==> src/rtl/intr_pkg.sv <==
package intr_pkg;
  localparam int VEC_W   = 8;
  localparam int CLS_LSB = 4;
  localparam int MIN_VEC = 16;
  typedef logic [VEC_W-1:0] vec_t;
endpackage

==> src/rtl/prio_enc.sv <==
module prio_enc #(
  parameter int N  = 256,
  parameter int LO = 16,
  localparam int IW = $clog2(N)
) (
  input  logic [N-1:0]  bits,
  output logic          any,
  output logic [IW-1:0] idx
);
  always_comb begin
    any = 1'b0;
    idx = '0;
    for (int i = 0; i < N; i++) begin
      if (i >= LO && bits[i]) begin
        any = 1'b1;
        idx = IW'(i);
      end
    end
  end
endmodule

==> src/rtl/prio_calc.sv <==
module prio_calc #(
  parameter int VW = 8,
  parameter int CL = 4,
  localparam int CW = VW - CL
) (
  input  logic [VW-1:0] tpr,
  input  logic          isr_any,
  input  logic [VW-1:0] isr_idx,
  input  logic          irr_any,
  input  logic [VW-1:0] irr_idx,
  output logic [VW-1:0] ppr,
  output logic [VW-1:0] apr,
  output logic          elig
);
  logic [CW-1:0] t_cls, s_cls, p_cls, ts_cls, mx_cls;

  assign t_cls  = tpr[VW-1:CL];
  assign s_cls  = isr_any ? isr_idx[VW-1:CL] : '0;
  assign p_cls  = irr_any ? irr_idx[VW-1:CL] : '0;
  assign ts_cls = t_cls & s_cls;
  assign mx_cls = (ts_cls > p_cls) ? ts_cls : p_cls;

  always_comb begin
    if (!isr_any || t_cls >= s_cls) ppr = tpr;
    else                            ppr = {s_cls, {CL{1'b0}}};
    if (t_cls >= p_cls && t_cls > s_cls) apr = tpr;
    else                                 apr = {mx_cls, {CL{1'b0}}};
  end

  assign elig = irr_any && (!isr_any || irr_idx > isr_idx) && (p_cls > t_cls);
endmodule

==> src/rtl/intr_accept_ctrl.sv <==
module intr_accept_ctrl
  import intr_pkg::*;
#(
  parameter int VW     = VEC_W,
  parameter int MINV   = MIN_VEC,
  parameter bit LEGACY = 1'b1,
  localparam int NV    = 1 << VW
) (
  input  logic          clk,
  input  logic          rst_n,
  input  logic          trig_valid,
  input  logic [VW-1:0] trig_vec,
  input  logic          trig_level,
  input  logic          ack,
  input  logic          eoi,
  input  logic          tpr_wr,
  input  logic [VW-1:0] tpr_wdata,
  input  logic          svr_wr,
  input  logic [VW+1:0] svr_wdata,
  output logic          intr,
  output logic          ack_valid,
  output logic [VW-1:0] ack_vec,
  output logic          err_illegal_vec,
  output logic [VW-1:0] tpr,
  output logic [VW-1:0] ppr,
  output logic [VW-1:0] apr,
  output logic [VW-1:0] spur_vec,
  output logic          sw_enable,
  output logic          focus_dis,
  output logic [NV-1:0] irr,
  output logic [NV-1:0] isr,
  output logic [NV-1:0] tmr
);
  localparam logic [VW-1:0] SPUR_FORCE = LEGACY ? VW'(4'hF) : '0;

  logic [NV-1:0] irr_q, isr_q, tmr_q, irr_n, isr_n, tmr_n;
  logic [VW-1:0] tpr_q, spur_q;
  logic          en_q, fd_q, intr_q;
  logic          irr_any, isr_any, elig, trig_ok, ack_take;
  logic [VW-1:0] irr_idx, isr_idx;

  prio_enc #(.N(NV), .LO(MINV)) u_irr_enc (.bits(irr_q), .any(irr_any), .idx(irr_idx));
  prio_enc #(.N(NV), .LO(MINV)) u_isr_enc (.bits(isr_q), .any(isr_any), .idx(isr_idx));

  prio_calc #(.VW(VW), .CL(CLS_LSB)) u_calc (
    .tpr(tpr_q), .isr_any(isr_any), .isr_idx(isr_idx),
    .irr_any(irr_any), .irr_idx(irr_idx),
    .ppr(ppr), .apr(apr), .elig(elig)
  );

  assign trig_ok  = trig_valid && (trig_vec >= VW'(MINV)) && !irr_q[trig_vec];
  assign ack_take = ack && irr_any && ({irr_idx[VW-1:CLS_LSB], {CLS_LSB{1'b0}}} > ppr);

  always_comb begin
    irr_n = irr_q;
    isr_n = isr_q;
    tmr_n = tmr_q;
    if (trig_ok) begin
      irr_n[trig_vec] = 1'b1;
      tmr_n[trig_vec] = trig_level;
    end
    if (eoi && isr_any) isr_n[isr_idx] = 1'b0;
    if (ack_take) begin
      irr_n[irr_idx] = 1'b0;
      isr_n[irr_idx] = 1'b1;
    end
  end

  always_ff @(posedge clk) begin
    if (!rst_n) begin
      irr_q           <= '0;
      isr_q           <= '0;
      tmr_q           <= '0;
      tpr_q           <= '0;
      spur_q          <= '1;
      en_q            <= 1'b0;
      fd_q            <= 1'b0;
      intr_q          <= 1'b0;
      ack_valid       <= 1'b0;
      ack_vec         <= '0;
      err_illegal_vec <= 1'b0;
    end else begin
      irr_q <= irr_n;
      isr_q <= isr_n;
      tmr_q <= tmr_n;
      if (tpr_wr) tpr_q <= tpr_wdata;
      if (svr_wr) begin
        spur_q <= svr_wdata[VW-1:0] | SPUR_FORCE;
        en_q   <= svr_wdata[VW];
        fd_q   <= svr_wdata[VW+1];
      end
      if (ack)                intr_q <= 1'b0;
      else if (!intr_q && elig) intr_q <= 1'b1;
      ack_valid       <= ack;
      ack_vec         <= ack_take ? irr_idx : spur_q;
      err_illegal_vec <= trig_valid && (trig_vec < VW'(MINV));
    end
  end

  assign intr      = intr_q;
  assign tpr       = tpr_q;
  assign spur_vec  = spur_q;
  assign sw_enable = en_q;
  assign focus_dis = fd_q;
  assign irr       = irr_q;
  assign isr       = isr_q;
  assign tmr       = tmr_q;


  illegal_drop_chk: assert property (@(posedge clk) disable iff (!rst_n)
    trig_valid && (trig_vec < VW'(MINV)) && !ack |=> err_illegal_vec && $stable(irr_q));

  intr_rise_chk: assert property (@(posedge clk) disable iff (!rst_n)
    $rose(intr_q) |-> $past(elig));

  ppr_floor_chk: assert property (@(posedge clk) disable iff (!rst_n)
    ppr >= tpr_q);

  ack_move_chk: assert property (@(posedge clk) disable iff (!rst_n)
    ack_take && !eoi |=> $countones(isr_q) == $past($countones(isr_q)) + 1);

  ack_drop_chk: assert property (@(posedge clk) disable iff (!rst_n)
    ack |=> !intr_q && ack_valid);

  eoi_clear_chk: assert property (@(posedge clk) disable iff (!rst_n)
    eoi && isr_any && !ack |=> $countones(isr_q) + 1 == $past($countones(isr_q)));
endmodule

==> config.mk <==
export PLATFORM = sky130hd
export DESIGN_NAME = intr_accept_ctrl
export DESIGN_NICKNAME = d
export VERILOG_FILES = /design/src/rtl/intr_pkg.sv /design/src/rtl/prio_enc.sv /design/src/rtl/prio_calc.sv /design/src/rtl/intr_accept_ctrl.sv
export SDC_FILE = /design/constraint.sdc
export NUM_CORES = 2
export LEC_CHECK = 0
export BUFFER_PORTS_ARGS = -buffer_cell sky130_fd_sc_hd__buf_2
export CORE_AREA = 2 2 329 331
export CTS_CLUSTER_SIZE = 40
export DETAILED_ROUTE_END_ITERATION = 8
export DIE_AREA = 0 0 331 333
export SYNTH_ARGS = -nofsm -noshare
export SYNTH_HDL_FRONTEND = slang
export SYNTH_SLANG_ARGS = --single-unit
==> constraint.sdc <==
create_clock -name clk -period 12.8 [get_ports clk]
set_clock_uncertainty 0.15 [all_clocks]
set_input_delay 0 -clock clk [delete_from_list [all_inputs] [get_ports clk]]
set_output_delay 0 -clock clk [all_outputs]
set_load 0.1 [all_outputs]
# [Yosys cells after proc, flatten, opt, wreduce, memory -nomap -nowiden]
# Index checks and enable logic that the tools add are counted.
[totals] ff_bits=793 word_cells=1032 in_bits=34
[classes] order_cmp=15 n_bitwise=8 muxes=979 reduce_logical=19
[ops] operator="8-bit two-way mux" n=481
[ops] operator="256-bit two-way mux" n=4
[ops] operator="256-bit bitwise AND" n=2
[ops] operator="256-bit inverter" n=2
[ops] operator="256-bit OR" n=2
[ops] operator="1-bit two-way mux" n=484
[ops] operator="256-bit bitwise mux" n=1
[ops] operator="8-bit by 9-bit < comparator with 1-bit output, second input constant" n=3
[ops] operator="1-bit demux with 8-bit select" n=3
[ops] operator="8-bit by 1-bit greater-or-equal comparator with 1-bit output, second input constant" n=3
[ops] operator="8-bit greater-than comparator" n=2
[ops] operator="1-bit logical AND" n=13
[ops] operator="4-bit greater-than comparator" n=3
[ops] operator="4-bit two-way mux" n=3
[ops] operator="5-bit two-way mux" n=2
[ops] operator="1-bit binary-select mux with 8-bit select" n=1
[ops] operator="4-bit greater-or-equal comparator" n=2
[ops] operator="8-bit by 5-bit greater-or-equal comparator with 1-bit output, second input constant" n=1
[ops] operator="8-bit by 5-bit < comparator with 1-bit output, second input constant" n=1
[ops] operator="4-bit bitwise AND" n=1
[ops] operator="1-bit logical NOT" n=3
[ops] operator="1-bit logical OR" n=2
[ops] operator="2-bit OR reduction" n=1
[ops] operator="1-bit inverter" n=1

# [Longest topological paths before layout]
[depth] word_depth=249 ltp_mapped=27

# [Modules after synthesis]
# Synthesis repeated with hierarchy kept, for this count alone.
[hier_totals] cells_unflattened=4591 area_unflattened_um2=37967.7
[modules_own_cells] module="intr_accept_ctrl" instances=1 seq_area_each_um2=15875.2 cells_each=3383 area_per_inst_um2=31161.1
[modules_own_cells] module="prio_enc" instances=2 seq_area_each_um2=0.0 cells_each=552 area_per_inst_um2=3006.6
[modules_own_cells] module="prio_calc" instances=1 seq_area_each_um2=0.0 cells_each=104 area_per_inst_um2=793.3

# [Worst setup path before layout]
# No wires, ideal clock.
[synth_path] path_kind="register to register" from="register isr_q[132], in the netlist isr[132]" to="register irr_q[106], in the netlist irr[106]" arrival_ns=6.009 stages_incl_launch_ff=25 synth_period_minus_slack_ns=6.276 setup_slack_ns=6.524 required_time_ns=12.533 setup_ns=0.117 cell_sequence="dfxtp_1 > or4_1 > or4_1 > nand3_1 > a21boi_0 > a41oi_1 > buf_2 > ha_1 > nor2b_1 > o211ai_1 > nand4_1 > a41oi_1 > clkbuf_1 > mux2i_1 > ha_1 > and4_1 > nand2_1 > nand2_1 > a21oi_1 > buf_2 > nand2_1 > nor4_4 > buf_4 > nand4_1 > o211a_1"
[synth_via] elab_chain_cells=131 elab_cells_between_ends=256
[synth_rtl] item="from (decl)" line="intr_accept_ctrl.sv:36" rtl="logic [NV-1:0] irr_q, isr_q, tmr_q, irr_n, isr_n, tmr_n;"
[synth_rtl] item="from (signal assigned)" line="intr_accept_ctrl.sv:84" rtl="isr_q <= isr_n;"
[synth_rtl] item="8-bit two-way mux / 1-bit two-way mux (equally long branches) (124 in a row)" line="prio_enc.sv:14" rtl="if (i >= LO && bits[i]) begin"
[synth_rtl] item="4-bit two-way mux" line="prio_calc.sv:18" rtl="assign s_cls = isr_any ? isr_idx[VW-1:CL] : '0;"
[synth_rtl] item="4-bit greater-or-equal comparator" line="prio_calc.sv:24" rtl="if (!isr_any || t_cls >= s_cls) ppr = tpr;"
[synth_rtl] item="1-bit logical OR" line="prio_calc.sv:24"
[synth_rtl] item="8-bit two-way mux (*)" line="prio_calc.sv:24"
[synth_rtl] item="8-bit greater-than comparator (*)" line="intr_accept_ctrl.sv:52" rtl="assign ack_take = ack && irr_any && ({irr_idx[VW-1:CLS_LSB], {CLS_LSB{1'b0}}} > ppr);"
[synth_rtl] item="1-bit logical AND (*)" line="intr_accept_ctrl.sv:52"
[synth_rtl] item="256-bit two-way mux (*)" line="intr_accept_ctrl.sv:63" rtl="if (ack_take) begin"
[synth_rtl] item="to (signal assigned)" line="intr_accept_ctrl.sv:83" rtl="irr_q <= irr_n;"
[synth_rtl] item="to (decl)" line="intr_accept_ctrl.sv:36"
# Every way passes the cells marked *; elsewhere a longest branch is shown, timed or not.
# A chain may end at the register's enable or synchronous reset.

# [Worst setup path in the final report]
[layout_path] from="register isr_q[225], in the netlist isr[225]" to="register irr_q[162], in the netlist irr[162]"
[layout_via] elab_chain_cells=38 elab_cells_between_ends=70
[layout_rtl] item="8-bit two-way mux / 1-bit two-way mux (equally long branches) (31 in a row)" line="prio_enc.sv:14"
[layout_rtl] item="4-bit two-way mux" line="prio_calc.sv:18"
[layout_rtl] item="4-bit greater-or-equal comparator" line="prio_calc.sv:24"
[layout_rtl] item="1-bit logical OR" line="prio_calc.sv:24"
[layout_rtl] item="8-bit two-way mux (*)" line="prio_calc.sv:24"
[layout_rtl] item="8-bit greater-than comparator (*)" line="intr_accept_ctrl.sv:52"
[layout_rtl] item="1-bit logical AND (*)" line="intr_accept_ctrl.sv:52"
[layout_rtl] item="256-bit two-way mux (*)" line="intr_accept_ctrl.sv:63"
# Marks and branches as above.

==> out/metrics.cfg <==
[run_status]
outcome=complete, no violations

[power]
leakagePower_nw=20.2
peakVddDrop_uv=95.0
p_per_area_mw_per_mm2=129

[logic_synthesis]
synth_seq_cells=793
synth-edff-count=0
ys.flop_type=dfxtp_1
yosysSeqAreaShare=0.407
synth_area_mm2=0.0390
synthArstFlopShare=0
synth.distinct_cells=87
yosys_warnings=0
syn-mean-instance-area_um2=8.23
syn_inst=4746

[sta]
post-route-period-util=0.648
setup_viol=0
rsz0062_at_grt=false
setup_tns_ps=0
tightest_slew_ps=1310
slew_headroom=0.115
min_period_ps=8290
slew_violations=0
max_freq_ghz=0.121
final_hold_viol_count=0

[floorplan]
io_pins=847
initial_core_util=0.366
die_h_um=333
rows=120
die_w_um=331
dieArea_mm2=0.110
coreArea_mm2=0.107

[placed_design]
place_hpwl_mm=158
place_area_mm2=0.0446
portBuffers=838
gp_congestion=1.03

[global_routing]
grt_max_degree=212
grt_pass1_wl_mm=309
grt_usage=0.386
antenna_found_initial=7
grt_pass1_vias=41000
grt.overflow.total=0

[clock_network]
cts_root_buffer=clkbuf_16
cts_num_sinks=793
clock_latency_ps=710
htree_num_levels=3
cts_buffers=91
clkTransAtPathRegs_ps=70
cts_setup_buffers=0
cts_tree=built
clk_path_buf_depth=3

[worst_setup_path]
path_delay_family=simple AND/OR/NAND/NOR gates
cp_slowest_cell=nor2_2
crit_chain=nor4_1 > nand4_1 > or2_2 > a21o_1 > a31o_2 > inv_1 > ha_1 > nor2b_1 > o211ai_1 > nand4_1 > a41oi_2 > mux2i_1 > ha_1 > and4_1 > nand2_1 > nand2_1 > a21oi_1 > nand3_2 > nor2_2 > nand4_1 > o211a_1
crit_arrival_ps=8750
crit_buf_inv=1
cp-end-kind=flip-flop
cp.required_ps=13260
crit_type=reg2reg
crit_path_start_kind=flip-flop
path_max_fanout=16
cp_slowest_stage_delay_ps=930
worst_path_most_repeated_cell=nand4_1

[cells_and_area]
stdcell_area_mm2=0.0485
nNetsFinal=5550
synthToLayoutAreaGrowth_pct=24.2
fillers=10800
layout-drive-gt1-share=0.231

[detailed_routing]
vias_per_cell=6.44
routed_wl_mm=223
drc=0
ant_nets=0
first_iter_violations=5428
drt_pass1_iterations=6
num_vias=44900
wire_per_inst_um=32.0

[worst_hold_path]
hold_class=in2reg

[job]
drv_cap=0

[cell families after synthesis]
family | count (synthesis) | synth area share
flip-flops | 793 | 0.407
multiplexers | 161 | 0.0671
adder cells (fa/ha/maj) | 28 | 0.00897
AO/OA/AOI/OAI | 1688 | 0.267
AND/OR/NAND/NOR | 1606 | 0.203
buffers and inverters | 469 | 0.0476
other | 1 | 0.0000961
[layout by cell type (no fill, tap or decap), drive strengths merged, types with 27 or more instances in the layout]
cell / netlist / final
ha: 28 / 28
mux4: 80 / 80
o311ai: 125 / 125
clkbuf: 300 / 124
and2: 63 / 63
a31oi: 32 / 32
mux2i: 80 / 80
nor3: 113 / 113
a21oi: 480 / 480
nand2: 323 / 323
o31ai: 95 / 95
nand2b: 42 / 42
nor4: 164 / 164
or4: 48 / 48
nor2b: 38 / 38
dfxtp: 793 / 793
o211ai: 95 / 95
a211oi: 54 / 54
inv: 117 / 122
o21ai: 602 / 602
buf: 51 / 936
nand4: 84 / 84
o211a: 27 / 27
nand3: 82 / 82
nor2: 542 / 542
or2: 32 / 32
dlygate4sd3: 0 / 61
[final cells by class]
type	count	area [um^2]	share of cell area
diodes	3	7.51	0.000155
multi-input cells	3487	21500	0.443
inverters	118	450	0.00929
repair buffers	997	5600	0.115
clock inverters	45	742	0.0153
well taps	1403	1760	0.0362
clock buffers	124	2570	0.0530
flip-flops and latches	793	15900	0.327
[Yosys cell counts (63+ instances only)]
cell	n	area (um^2)
o311ai_0	122	1070
a21oi_1	480	2400
nand2_1	320	1200
mux4_2	79	1780
and2_1	63	394
inv_1	116	435
nand3_1	79	395
nor2_1	535	2010
nand4_1	84	526
o211ai_1	95	713
nor3_1	112	561
o21ai_0	566	2830
mux2i_1	80	801
o31ai_1	95	713
nor4_1	159	995
clkbuf_1	300	1130
dfxtp_1	793	15900
[path summary, 6_finish.rpt]
path              cells after the start            startpoint  slack [ps]                   end
setup / recovery                     21   isr[225]$_SDFF_PN0_        4510   irr[162]$_SDFF_PN0_
hold / removal                        5           trig_vec[2]         100   irr[238]$_SDFF_PN0_
setup reg to reg                     21   isr[225]$_SDFF_PN0_        4510   irr[162]$_SDFF_PN0_
hold reg to reg                       1  tmr[14]$_SDFFE_PN0P_         300  tmr[14]$_SDFFE_PN0P_
[stage by stage]
step / util / cells / hold slack (ps) / power (W) / setup slack, ps
after floorplan: - / 4749 / -70.7 / 0.00302 / 6520
after global placement: 0.418 / 6737 / 69.5 / 0.00334 / 4750
after detailed placement: 0.418 / 6737 / 74.4 / 0.00335 / 4690
after CTS: 0.455 / 6967 / 49.3 / 0.00624 / 4670
after global routing: 0.455 / 6968 / 107 / 0.00636 / 4280
final: 0.455 / 6970 / 105 / 0.00624 / 4510
[worst reg2reg max path, cell delays in order (launching register included)]
cell and delay (ps):
dfxtp_1 380, nor4_1 720, nand4_1 490, or2_2 500, a21o_1 170, a31o_2 330, inv_1 110, ha_1 230
nor2b_1 130, o211ai_1 190, nand4_1 190, a41oi_2 780, mux2i_1 370, ha_1 290, and4_1 230, nand2_1 90
nand2_1 100, a21oi_1 460, nand3_2 320, nor2_2 940, nand4_1 690, o211a_1 330
[per-layer routing]
| metal | vias to the layer above | part of all wire | routed length [um] | global-route usage |
|---|---|---|---|---|
| met1 | 21900 | 0.37 | 82000 | 0.469 |
| met4 | 6 | 0.067 | 15000 | 0.219 |
| met2 | 2998 | 0.45 | 99900 | 0.610 |
| met5 | - | 0.00019 | 43 | 0 |
| met3 | 673 | 0.12 | 25800 | 0.108 |
| li1 | 19300 | - | - | - |
[power by group]
part	total, W	internal, W	switching (W)
Sequential	0.00249	0.00248	0.0000106
Clock	0.00291	0.00171	0.00120
Combinational	0.000841	0.000156	0.000685
[registers in the layout, summed over array words and instances (netlist names)]
register	flops
isr	256
ack_valid	1
err_illegal_vec	1
tmr	256
irr	256
focus_dis	1
sw_enable	1
intr	1
ack_vec	8
tpr	8
spur_vec	4
[what timing repair did]
action	4_1_cts	5_1_grt
hold endpoints to repair	290	0
hold buffers	61	0
resized for setup	0	0
(Power assumes the default switching activity.)
